===== src/rtl/gpio_flag_pkg.sv =====
package gpio_flag_pkg;

  localparam int REG_AW = 3;

  typedef enum logic [REG_AW-1:0] {
    WA_DIR   = 3'd0,
    WA_SET   = 3'd1,
    WA_CLR   = 3'd2,
    WA_MSET  = 3'd3,
    WA_MCLR  = 3'd4,
    WA_SENSE = 3'd5,
    WA_BOTH  = 3'd6,
    WA_NONE  = 3'd7
  } wr_addr_e;

  typedef enum logic [REG_AW-1:0] {
    RA_DIR    = 3'd0,
    RA_STATUS = 3'd1,
    RA_MASK   = 3'd2,
    RA_SENSE  = 3'd3,
    RA_BOTH   = 3'd4,
    RA_PEND   = 3'd5
  } rd_addr_e;

  // One pin's edge event: rising always counts in edge mode, falling only with both-edge
  function automatic logic edge_hit_bit(input logic src, input logic prev,
                                        input logic edge_mode, input logic both);
    return edge_mode & ((src & ~prev) | (both & ~src & prev));
  endfunction

  // One pin's pending value: sticky latch in edge mode, live level otherwise
  function automatic logic pend_bit(input logic edge_mode, input logic latch,
                                    input logic src);
    return edge_mode ? latch : src;
  endfunction

endpackage


===== src/rtl/gpio_sync.sv =====
module gpio_sync #(
  parameter int W = 16
) (
  input  logic         clk,
  input  logic         rst_n,
  input  logic [W-1:0] d,
  output logic [W-1:0] q
);

  logic [W-1:0] stage1_q;
  logic [W-1:0] stage2_q;

  for (genvar i = 0; i < W; i++) begin : g_bit
    always_ff @(posedge clk or negedge rst_n) begin
      if (!rst_n) begin
        stage1_q[i] <= 1'b0;
        stage2_q[i] <= 1'b0;
      end else begin
        stage1_q[i] <= d[i];
        stage2_q[i] <= stage1_q[i];
      end
    end
  end

  assign q = stage2_q;

endmodule


===== src/rtl/gpio_pin_regs.sv =====
module gpio_pin_regs
  import gpio_flag_pkg::*;
#(
  parameter int W = 16
) (
  input  logic              clk,
  input  logic              rst_n,
  input  logic              wr_en,
  input  logic [REG_AW-1:0] wr_addr,
  input  logic [W-1:0]      wr_data,
  output logic [W-1:0]      dir_q,
  output logic [W-1:0]      out_q,
  output logic [W-1:0]      mask_q,
  output logic [W-1:0]      sense_q,
  output logic [W-1:0]      both_q,
  output logic [W-1:0]      clr_strobe
);

  // Data bits of a write aimed at one address, zero otherwise
  function automatic logic [W-1:0] hit(input logic en, input logic [REG_AW-1:0] a,
                                       input wr_addr_e target, input logic [W-1:0] d);
    return (en && (a == target)) ? d : '0;
  endfunction

  logic [W-1:0] set_m, clr_m, mset_m, mclr_m;
  logic         dir_wr, sense_wr, both_wr;

  assign set_m    = hit(wr_en, wr_addr, WA_SET,  wr_data);
  assign clr_m    = hit(wr_en, wr_addr, WA_CLR,  wr_data);
  assign mset_m   = hit(wr_en, wr_addr, WA_MSET, wr_data);
  assign mclr_m   = hit(wr_en, wr_addr, WA_MCLR, wr_data);
  assign dir_wr   = wr_en && (wr_addr == WA_DIR);
  assign sense_wr = wr_en && (wr_addr == WA_SENSE);
  assign both_wr  = wr_en && (wr_addr == WA_BOTH);

  always_ff @(posedge clk or negedge rst_n) begin
    if (!rst_n) begin
      dir_q   <= '0;
      out_q   <= '0;
      mask_q  <= '0;
      sense_q <= '0;
      both_q  <= '0;
    end else begin
      if (dir_wr)   dir_q   <= wr_data;
      if (sense_wr) sense_q <= wr_data;
      if (both_wr)  both_q  <= wr_data;
      out_q  <= (out_q  | set_m)  & ~clr_m;
      mask_q <= (mask_q | mset_m) & ~mclr_m;
    end
  end

  assign clr_strobe = clr_m;

endmodule


===== src/rtl/gpio_irq_unit.sv =====
module gpio_irq_unit
  import gpio_flag_pkg::*;
#(
  parameter int W = 16
) (
  input  logic         clk,
  input  logic         rst_n,
  input  logic [W-1:0] src,
  input  logic [W-1:0] sense_q,
  input  logic [W-1:0] both_q,
  input  logic [W-1:0] mask_q,
  input  logic [W-1:0] clr_strobe,
  output logic [W-1:0] edge_evt,
  output logic [W-1:0] evt_latch,
  output logic [W-1:0] pending,
  output logic         irq
);

  logic [W-1:0] prev_q;
  logic [W-1:0] latch_q;

  for (genvar i = 0; i < W; i++) begin : g_pin
    assign edge_evt[i] = edge_hit_bit(src[i], prev_q[i], sense_q[i], both_q[i]);
    assign pending[i]  = pend_bit(sense_q[i], latch_q[i], src[i]);

    always_ff @(posedge clk or negedge rst_n) begin
      if (!rst_n) begin
        prev_q[i]  <= 1'b0;
        latch_q[i] <= 1'b0;
      end else begin
        prev_q[i]  <= src[i];
        // a clear write wins over an event in the same cycle
        latch_q[i] <= (latch_q[i] | edge_evt[i]) & ~clr_strobe[i];
      end
    end
  end

  assign evt_latch = latch_q;
  assign irq       = |(pending & mask_q);

endmodule


===== src/rtl/gpio_flag_ctrl.sv =====
module gpio_flag_ctrl
  import gpio_flag_pkg::*;
#(
  parameter int NPINS = 16
) (
  input  logic              clk,
  input  logic              rst_n,
  input  logic              wr_en,
  input  logic [REG_AW-1:0] wr_addr,
  input  logic [NPINS-1:0]  wr_data,
  input  logic [REG_AW-1:0] rd_addr,
  output logic [NPINS-1:0]  rd_data,
  input  logic [NPINS-1:0]  pin_in,
  output logic [NPINS-1:0]  pin_out,
  output logic [NPINS-1:0]  pin_oe,
  output logic              irq
);

  logic [NPINS-1:0] dir_q, out_q, mask_q, sense_q, both_q, clr_strobe;
  logic [NPINS-1:0] in_sync, src;
  logic [NPINS-1:0] edge_evt, evt_latch, pending;

  gpio_sync #(.W(NPINS)) u_sync (
    .clk (clk),
    .rst_n (rst_n),
    .d (pin_in),
    .q (in_sync)
  );

  gpio_pin_regs #(.W(NPINS)) u_regs (
    .clk        (clk),
    .rst_n      (rst_n),
    .wr_en      (wr_en),
    .wr_addr    (wr_addr),
    .wr_data    (wr_data),
    .dir_q      (dir_q),
    .out_q      (out_q),
    .mask_q     (mask_q),
    .sense_q    (sense_q),
    .both_q     (both_q),
    .clr_strobe (clr_strobe)
  );

  // Watched level: driven value for outputs, synchronized input otherwise
  assign src = (dir_q & out_q) | (~dir_q & in_sync);

  gpio_irq_unit #(.W(NPINS)) u_irq (
    .clk        (clk),
    .rst_n      (rst_n),
    .src        (src),
    .sense_q    (sense_q),
    .both_q     (both_q),
    .mask_q     (mask_q),
    .clr_strobe (clr_strobe),
    .edge_evt   (edge_evt),
    .evt_latch  (evt_latch),
    .pending    (pending),
    .irq        (irq)
  );

  always_comb begin
    case (rd_addr)
      RA_DIR:    rd_data = dir_q;
      RA_STATUS: rd_data = src;
      RA_MASK:   rd_data = mask_q;
      RA_SENSE:  rd_data = sense_q;
      RA_BOTH:   rd_data = both_q;
      RA_PEND:   rd_data = pending;
      default:   rd_data = '0;
    endcase
  end

  assign pin_out = out_q;
  assign pin_oe  = dir_q;

endmodule


===== config.mk =====
export PLATFORM = sky130hd
export DESIGN_NAME = gpio_flag_ctrl
export DESIGN_NICKNAME = d
export VERILOG_FILES = /design/src/rtl/gpio_flag_pkg.sv /design/src/rtl/gpio_sync.sv /design/src/rtl/gpio_pin_regs.sv /design/src/rtl/gpio_irq_unit.sv /design/src/rtl/gpio_flag_ctrl.sv
export SDC_FILE = /design/constraint.sdc
export NUM_CORES = 1
export LEC_CHECK = 0
export ABC_AREA = 1
export ABC_CLOCK_PERIOD_IN_PS = 1400
export CAP_MARGIN = 0
export CORE_UTILIZATION = 30
export CTS_CLUSTER_DIAMETER = 150
export DETAILED_ROUTE_END_ITERATION = 7
export PLACE_DENSITY = 0.56
export SLEW_MARGIN = 0
export SYNTH_ARGS = -nofsm -noshare
export SYNTH_HDL_FRONTEND = slang
export SYNTH_SLANG_ARGS = --single-unit

===== constraint.sdc =====
create_clock -name clk -period 1.4 [get_ports clk]
set_clock_uncertainty 0.05 [all_clocks]
set_input_delay 0.28 -clock clk [delete_from_list [all_inputs] [get_ports clk]]
set_output_delay 0.28 -clock clk [all_outputs]
set_load 0.01 [all_outputs]

# Yosys cells after proc, flatten, opt, wreduce, memory -nomap -nowiden
# Index checks and enable logic that the tools add are counted.
# totals
inputBits	41
elab_cells	282
ff_bits	144
# op_classes
n_reduce_logical	10
muxes	21
bitwise_logic	171
eq_ne	11
# op_table
operator	n
case mux 16 bit (6 select lines)	1
bitwise AND 1 bit	80
bitwise AND 16 bit	5
two-way mux 16 bit	4
NOT 1 bit	48
NOT 16 bit	3
OR 16 bit	3
OR 1 bit	32
two-way mux 1 bit	16
OR reduction 16 bit	1
equality test 3 bit, second input constant	5
equality test 3 x 2 -> 1 bit, second input constant	4
logical AND 1 bit	7
equality test 3 x 1 -> 1 bit, second input constant	2
zero test 3 bit	2

# Longest topological paths before layout
# Gate-level depths: netlist of the first run.
# depth
depth_word	10
ltp_mapped	9
mapped_depth_nobuf	9

# Hierarchy
# A second synthesis of the first run with hierarchy kept.
# unflattened
hier_cells	960
area_unflattened_um2	7418.4
# by_module_without_submodules
module	n_inst	area_per_inst_um2	cells_each
gpio_pin_regs	1	3392.0	352
gpio_irq_unit	1	1799.2	259
gpio_flag_ctrl	1	1426.4	317
gpio_sync	1	800.8	32

# Worst setup path before layout of the first run
# OpenSTA, ideal clock, no wires.
# synth_path
path_type	in2out
startpoint	in rd_addr[2]
endpoint	out rd_data[10]
slack_ps	12
cell_stages	6
t_arrival_ps	1058
path_buffers	1
t_required_ps	1070
path_cell_list	inv_1 nand3_1 buf_2 nor2_1 a21oi_1 o2111ai_1
# synth_between
elab_chain_len	2
elab_cells_between_ends	7
cone_classes	eq/ne: 5; mux: 1; reduce/logical: 1
# synth_lines
element	line_no	text
from (decl)	gpio_flag_ctrl.sv:11	input logic [REG_AW-1:0] rd_addr,
equality test 3 bit (tied with other cells)	gpio_flag_ctrl.sv:62	case (rd_addr)
case mux 16 bit (6 select lines) *	gpio_flag_ctrl.sv:62	
to (decl)	gpio_flag_ctrl.sv:12	output logic [NPINS-1:0] rd_data,
# Every way passes the cells marked *; elsewhere a longest branch is shown, timed or not.

# Worst setup path after layout of the first run
# layout_path
startpoint	reg u_regs.dir_q[15]
endpoint	out irq
# layout_between
elab_chain_len	6
elab_cells_between_ends	7
cone_classes	mux: 1; bitwise: 5; reduce/logical: 1
# layout_lines
element	line_no	text
from (decl)	gpio_pin_regs.sv:11	output logic [W-1:0] dir_q,
from (signal assigned)	gpio_pin_regs.sv:44	if (dir_wr) dir_q <= wr_data;
NOT 16 bit	gpio_flag_ctrl.sv:45	assign src = (dir_q & out_q) | (~dir_q & in_sync);
bitwise AND 16 bit	gpio_flag_ctrl.sv:45	
OR 16 bit *	gpio_flag_ctrl.sv:45	
two-way mux 1 bit *	gpio_flag_pkg.sv:34	return edge_mode ? latch : src;
bitwise AND 16 bit *	gpio_irq_unit.sv:39	assign irq = |(pending & mask_q);
OR reduction 16 bit *	gpio_irq_unit.sv:39	
to (decl)	gpio_flag_ctrl.sv:16	output logic irq
# Marked as above.

==> results of run 1 <==
-- where the power goes --
group	switching (mW)	total [mW]	internal (mW)
Combinational	2.16	4.79	2.63
Clock	1.76	5.11	3.34
Sequential	0.519	5.46	4.94
Total	4.44	15.4	10.9
-- flip-flops by register name, indices dropped and copies added (netlist names) --
| name | cells |
|---|---|
| u_irq.evt_latch | 16 |
| u_irq.prev_q | 16 |
| u_regs.both_q | 16 |
| u_regs.dir_q | 16 |
| u_regs.mask_q | 16 |
| u_regs.out_q | 16 |
| u_regs.sense_q | 16 |
| u_sync.q | 16 |
| u_sync.stage1_q | 16 |
-- layer usage --
metal / share of wire / global-route usage / wire [um]
met1: 0.45 / 0.231 / 8920
met2: 0.50 / 0.318 / 9770
met3: 0.033 / 0.0377 / 651
met4: 0.018 / 0.0593 / 353
met5: 0 / 0 / 0
-- stage by stage --
stage | util | setup WS, ns | cells
finish | 0.504 | -0.572 | 1312
global route | 0.504 | -0.686 | 1312
CTS | 0.485 | -0.568 | 1302
detailed placement | 0.440 | -1.09 | 1261
global placement | 0.440 | -1.08 | 1261
floorplan | - | 0.0115 | 752
-- worst max-delay path by stage --
| stage | start | endpoint | slack (ns) | cells past startpoint |
|---|---|---|---|---|
| 6_report | u_regs.dir_q[15]$_DFFE_PN0P_ | irq | -0.57 | 10 |
| 3_3_place_gp | rd_addr[2] | rd_data[0] | -1.08 | 8 |
| 3_5_place_dp | rd_addr[2] | rd_data[0] | -1.09 | 8 |
| 2_1_floorplan | rd_addr[2] | rd_data[10] | 0.01 | 6 |
| 5_1_grt | u_regs.dir_q[14]$_DFFE_PN0P_ | irq | -0.69 | 10 |
| 4_1_cts | u_regs.dir_q[15]$_DFFE_PN0P_ | irq | -0.57 | 10 |
-- area by class of cell --
cell class | count | area (sq um) | share of cell area
flip-flops and latches | 144 | 3600 | 0.349
multi-input cells | 463 | 2660 | 0.257
repair buffers | 277 | 2590 | 0.251
clock buffers | 22 | 484 | 0.0469
inverters | 126 | 473 | 0.0458
well taps | 270 | 338 | 0.0327
clock inverters | 10 | 180 | 0.0174
-- placed cells by master (no fill, tap or decap), types with 21 or more instances in the layout --
| cell | instances |
|---|---|
| clkdlybuf4s50_1 | 33 |
| nor2_1 | 32 |
| nand3_1 | 48 |
| nand3_2 | 23 |
| inv_1 | 115 |
| buf_4 | 139 |
| buf_2 | 21 |
| nand2_1 | 118 |
| a21oi_2 | 23 |
| nand2_2 | 26 |
| dfrtp_1 | 143 |
| o21ai_0 | 51 |
| buf_6 | 58 |
| a21oi_1 | 70 |
-- logic make-up after synthesis --
logic type | Yosys count
buf+inv | 145
compound gates | 174
flops | 144
simple gates | 289
-- worst reg2reg max path, stage by stage (launching register included) --
cell	delay (ns)
dfrtp_1	0.41
inv_1	0.08
nand2_2	0.07
and2_4	0.15
buf_4	0.12
buf_4	0.12
buf_4	0.13
o21ai_2	0.11
nand2_1	0.06
a21oi_1	0.11
-- timing repair --
action | 4_1_cts | 5_1_grt
pin swaps | 19 | 33
gates resized for setup | 308 | 107
hold buffers | 1 | 0
setup endpoints to repair | 51 | 73
endpoints found under the hold margin | 26 | 0
buffers inserted | 15 | 20
gates cloned | 0 | 1
==> metrics.csv, run 1 <==
stage,metric,value,unit
hold_path,hold path cells,1,
layout,area grow syn2layout,62.2,%
die,die width,148,um
placed_design,GPL Wtd Cong,0.805,
timing,fin crit share,1.41,
critical_path,Crit-path slowest cell,dfrtp_1,
timing,unrepaired setup endpoints after global routing,true,
timing,Tmin final,1.97,ns
critical_path,crit path DAT,1.64,ns
hold_path,worst min path class,in2reg,
route,Routed Antenna Nets,0,
power_and_ir_drop,Pleak,5.10,nW
clock_network,"Clk Latency, worst-skew pair",0.42,ns
clock_network,Max clock buf depth,2,
timing,final number of hold-violating endpoints,0,
power_and_ir_drop,Peak VDD IR,0.000921,V
route,WL final,19.7,mm
critical_path,critical path class,reg2out,
yosys,Synth Area in Compound Gates,0.146,
yosys,Synth top area share,0.566,
placed_design,quantity of I/O buffers inserted on ports,89,
die,Top-Level Pins,90,
yosys,cells after synthesis,752,
placed_design,Placement Cell Area,9010,sq um
timing,hold slack,0.241,ns
global_route,initial antenna violation count,0,
hold_path,worst hold start,pin_in[0],
layout,share of cells above drive strength 1,0.393,
timing,fmax,507,MHz
die,Core ar.,20500,sq um
layout,fill cell count,1879,
global_route,Tot GR Track Use,0.185,
yosys,syn avg cell area,8.47,sq um
layout,final antenna diode count,0,
route,via count,6011,
yosys,largest family of logic cells by synthesized area,simple AND/OR/NAND/NOR gates,
die,Initial Util,0.311,
clock_network,CTS Buf Count,17,
route,1st-iter DRT viols,237,
yosys,syn nets,793,
yosys,simple logic cell fraction of the synthesized area,0.200,
hold_path,WHS Endpoint,u_sync.stage1_q[0]$_DFF_PN0_,
route,drt first pass iters,5,
critical_path,Critical Path End Type,output port,
yosys,yosys warns,0,
critical_path,cell mode on critical path,nand2_1,
placed_design,dpl hpwl,12.7,mm
critical_path,"Max FO, Critical Path",3,
critical_path,crit path cell chain,inv_2 -> nand2_2 -> nand3_2 -> nand3_1 -> nand2_1 -> inv_2 -> nand2_1 -> nor2_1 -> nand2_1 -> buf_2,
yosys,cell taking the most area after synthesis,dfrtp_1,
clock_network,root buf cell,clkbuf_16,
die,die area,21800,sq um
yosys,Cell variety after synth,22,
route,DRC violations left,0,
global_route,vias in the first global route,5993,
route,via/cell ratio,4.58,
critical_path,Reg-to-Reg End,u_irq.evt_latch[2]$_DFF_PN0_,
yosys,"Cell Area, Synth",6370,sq um
critical_path,Crit path max-delay family,simple AND/OR/NAND/NOR gates,
clock_network,H-tree depth,4,
critical_path,R2R setup slack,-0.08,ns
yosys,most used flip-flop cell after synthesis,dfrtp_1,
route,WL/cell,15.0,um
layout,Final Cell Area,10300,sq um
yosys,adder and majority cell fraction of the synthesized area,0,
critical_path,Reg2Reg Depth,9,
yosys,"EDFF count, synth",0,
die,die height,148,um
timing,Slew @ Worst Pin,0.373,ns
timing,post-route setup slack,-0.572,ns
critical_path,Worst setup SP type,flip-flop,
yosys,"top cells by area, synth","dfrtp_1, nand2_1, inv_1",
timing,final setup vio count,32,
yosys,most frequent cells after synthesis,"dfrtp_1, nand2_1, inv_1, a21oi_1, nand3_1",
global_route,first-pass GRT wire length,30.8,mm
status,status,"complete, but fails checks",
die,FP Rows,52,
timing,Final Max Slew Viols,0,
yosys,xor/xnor share of the synthesized area,0,
yosys,sequential-to-total area share from yosys stat,0.566,
timing,Slew HR,0.751,
yosys,"FF+latch count, synth",144,
global_route,largest net degree at the start of global routing,33,
critical_path,crit-path max cell delay,0.40,ns
critical_path,CP required,1.07,ns
layout,Post-layout nets,1070,
clock_network,clock sinks,144,
power_and_ir_drop,power density over the cells,1490,nW/um^2
clock_network,clock slew at reported path FFs,0.06,ns
critical_path,CP bufs+invs,3,
global_route,global route overflow,0,
job,# Max-Cap Violations,0,
yosys,post-synthesis mux area share,0,
critical_path,r2r startpoint,u_regs.dir_q[2]$_DFFE_PN0P_,
clock_network,TritonCTS clock tree,built,
status,failing checks,negative setup slack,
yosys,asr flop ratio synth,1.00,
timing,setup TNS,-9.78,ns
power_and_ir_drop,total power,15.4,mW
Power figures use the tool's default switching activity.
==> run 2, diff against run 1 <==
Settings changed: REMOVE_ABC_BUFFERS set to 1.
==> run 2 against run 1 <==
The run still ends with negative setup slack left. Via count about the same. Clock power decreased by 10%. Cell area is 1.2% lower. Combinational power about the same. Die area did not move. Worst setup slack lost 0.029 ns. First-iteration DRC count is 43% higher. Critical endpoint unchanged.
==> metrics.csv, run 2 (synthesis results as in run 1) <==
stage,metric,value,unit,change
status,status,"complete, but fails checks",,
status,failing checks,negative setup slack,,
global_route,Tot GR Track Use,0.186,,+0.00113
clock_network,"Clk Latency, worst-skew pair",0.42,ns,about the same
die,die height,148,um,unchanged
critical_path,R2R setup slack,0,ns,+0.08 ns
layout,final antenna diode count,0,,unchanged
timing,post-route setup slack,-0.601,ns,-0.0293 ns
job,# Max-Cap Violations,0,,unchanged
critical_path,r2r startpoint,u_regs.dir_q[15]$_DFFE_PN0P_,,
route,via count,6007,,-0.067%
timing,final number of hold-violating endpoints,0,,unchanged
critical_path,critical path class,reg2out,,
timing,fmax,500,MHz,-1.5%
hold_path,hold path cells,1,,unchanged
timing,unrepaired setup endpoints after global routing,true,,
placed_design,Setup Slack @ Placement,-1.09,ns,-0.00327 ns
placed_design,quantity of I/O buffers inserted on ports,89,,unchanged
global_route,global route overflow,0,,unchanged
critical_path,critical path launch point,u_regs.dir_q[15]$_DFFE_PN0P_,,
global_route,first-pass GRT wire length,30.9,mm,+0.36%
timing,fin crit share,1.43,,+0.0209
clock_network,clock slew at reported path FFs,0.06,ns,about the same
power_and_ir_drop,Pleak,5.04,nW,-1.1%
layout,"commonest non-fill, non-tap cell in the layout",buf_4,,
placed_design,placed insts,1270,,+0.71%
die,Core ar.,20500,sq um,unchanged
hold_path,WHS Endpoint,u_sync.stage1_q[2]$_DFF_PN0_,,
clock_network,TritonCTS clock tree,built,,
timing,Slew @ Worst Pin,0.304,ns,-0.0689 ns
critical_path,"Max FO, Critical Path",4,,+1
timing,Slew HR,0.797,,+0.0459
layout,share of cells above drive strength 1,0.387,,-0.00600
layout,Final Non-Filler Cells,1323,,+0.84%
die,Top-Level Pins,90,,unchanged
hold_path,worst min path class,in2reg,,
clock_network,clock sinks,144,,unchanged
clock_network,Max clock buf depth,2,,unchanged
die,Initial Util,0.311,,unchanged
timing,Final Max Slew Viols,0,,unchanged
hold_path,worst hold start,pin_in[2],,
critical_path,crit path DAT,1.67,ns,+0.03 ns
layout,area grow syn2layout,60.3,%,
die,die area,21800,sq um,unchanged
clock_network,root buf cell,clkbuf_16,,
global_route,initial antenna violation count,0,,unchanged
power_and_ir_drop,power density over the cells,1450,nW/um^2,-2.6%
timing,Tmin final,2.00,ns,+0.0293 ns
clock_network,CTS Buf Count,17,,unchanged
timing,final setup vio count,29,,-9.4%
layout,"commonest non-fill, non-tap cells in the layout","buf_4, dfrtp_1, inv_1",,
placed_design,GPL Wtd Cong,0.815,,+1.2%
route,WL/cell,14.7,um,-2.3%
global_route,largest net degree at the start of global routing,34,,+3.0%
global_route,vias in the first global route,5989,,-0.067%
route,drt first pass iters,5,,unchanged
clock_network,H-tree depth,4,,unchanged
critical_path,CP required,1.07,ns,about the same
critical_path,Worst setup SP type,flip-flop,,
power_and_ir_drop,Peak VDD IR,0.000796,V,-14%
layout,Post-layout nets,1082,,+1.1%
route,via/cell ratio,4.54,,-0.90%
route,DRC violations left,0,,unchanged
critical_path,Critical Path End Type,output port,,
route,Routed Antenna Nets,0,,unchanged
route,WL final,19.4,mm,-1.5%
route,1st-iter DRT viols,338,,+43%
critical_path,Reg-to-Reg End,u_irq.evt_latch[15]$_DFF_PN0_,,
die,die width,148,um,unchanged
critical_path,Reg2Reg Depth,8,,-1
die,FP Rows,52,,unchanged
placed_design,dpl hpwl,13.2,mm,+3.6%
## run 2: cell types whose count changed in the layout (fill, tap and decap cells not counted), moves of 5 or more
cell / delta
buf_4: +12
a21oi_2: -6
buf_6: +11
buf_12: -7
nor2_1: +5
a21oi_1: +6
## run 2: routing by layer
metal | wire length (um) | up-vias | GRT usage
li1 | - | 3019 | -
met2 | 9460 | 129 | 0.309
met3 | 801 | 16 | 0.0398
met1 | 8970 | 2843 | 0.246
met4 | 166 | 0 | 0.0448
met5 | 0 | - | 0
## run 2: power by group
part | internal, mW | switching, mW
Combinational | 2.64 | 2.12
Sequential | 4.94 | 0.504
Clock | 2.79 | 1.80
## run 2: stage by stage
stage / util / TNS (ns) / area [sq um] / hold slack (ns) / power (mW)
finish: 0.498 / -8.61 / 10200 / 0.245 / 14.8
global route: 0.498 / -11.17 / 10200 / 0.227 / 15.6
CTS: 0.482 / -9.36 / 9870 / 0.226 / 14.5
detailed placement: 0.439 / -53.70 / 8990 / 0.127 / 9.55
global placement: 0.439 / -51.86 / 8990 / 0.128 / 9.50
floorplan: - / -5.06 / 6280 / -0.0656 / 6.98
## run 2: worst max-delay path by stage
stage | end | cells past startpoint
floorplan | u_regs.dir_q[0]$_DFFE_PN0P_ | 5
global placement | rd_data[1] | 7
detailed placement | rd_data[10] | 7
CTS | irq | 10
global route | irq | 10
finish | irq | 10
## run 2: repair_timing
item / 4_1_cts / 5_1_grt
gates resized for setup: 304 / 105
hold endpoints to repair: 128 / 0
pin swaps: 17 / 30
buffers inserted: 18 / 17
setup endpoints to repair: 71 / 67
hold buffers: 1 / 0
## run 2: layout make-up
type | instances | area (sq um)
Clock buffer | 17 | 425
Clock inverter | 14 | 169
Fill cell | 1943 | 10300
Inverter | 126 | 473
Multi-Input combinational cell | 463 | 2590
Sequential cell | 144 | 3610
Tap cell | 270 | 338
Timing Repair Buffer | 289 | 2600
## run 2: critical path, stage by stage (launching register included)
cell and delay (ns):
dfrtp_1 0.42, inv_1 0.07, nand2_2 0.09, nand3_2 0.09
nand3_2 0.09, nand2_2 0.05, inv_1 0.05, nand2_1 0.04
nor2_1 0.10, nand2_1 0.11, buf_2 0.16
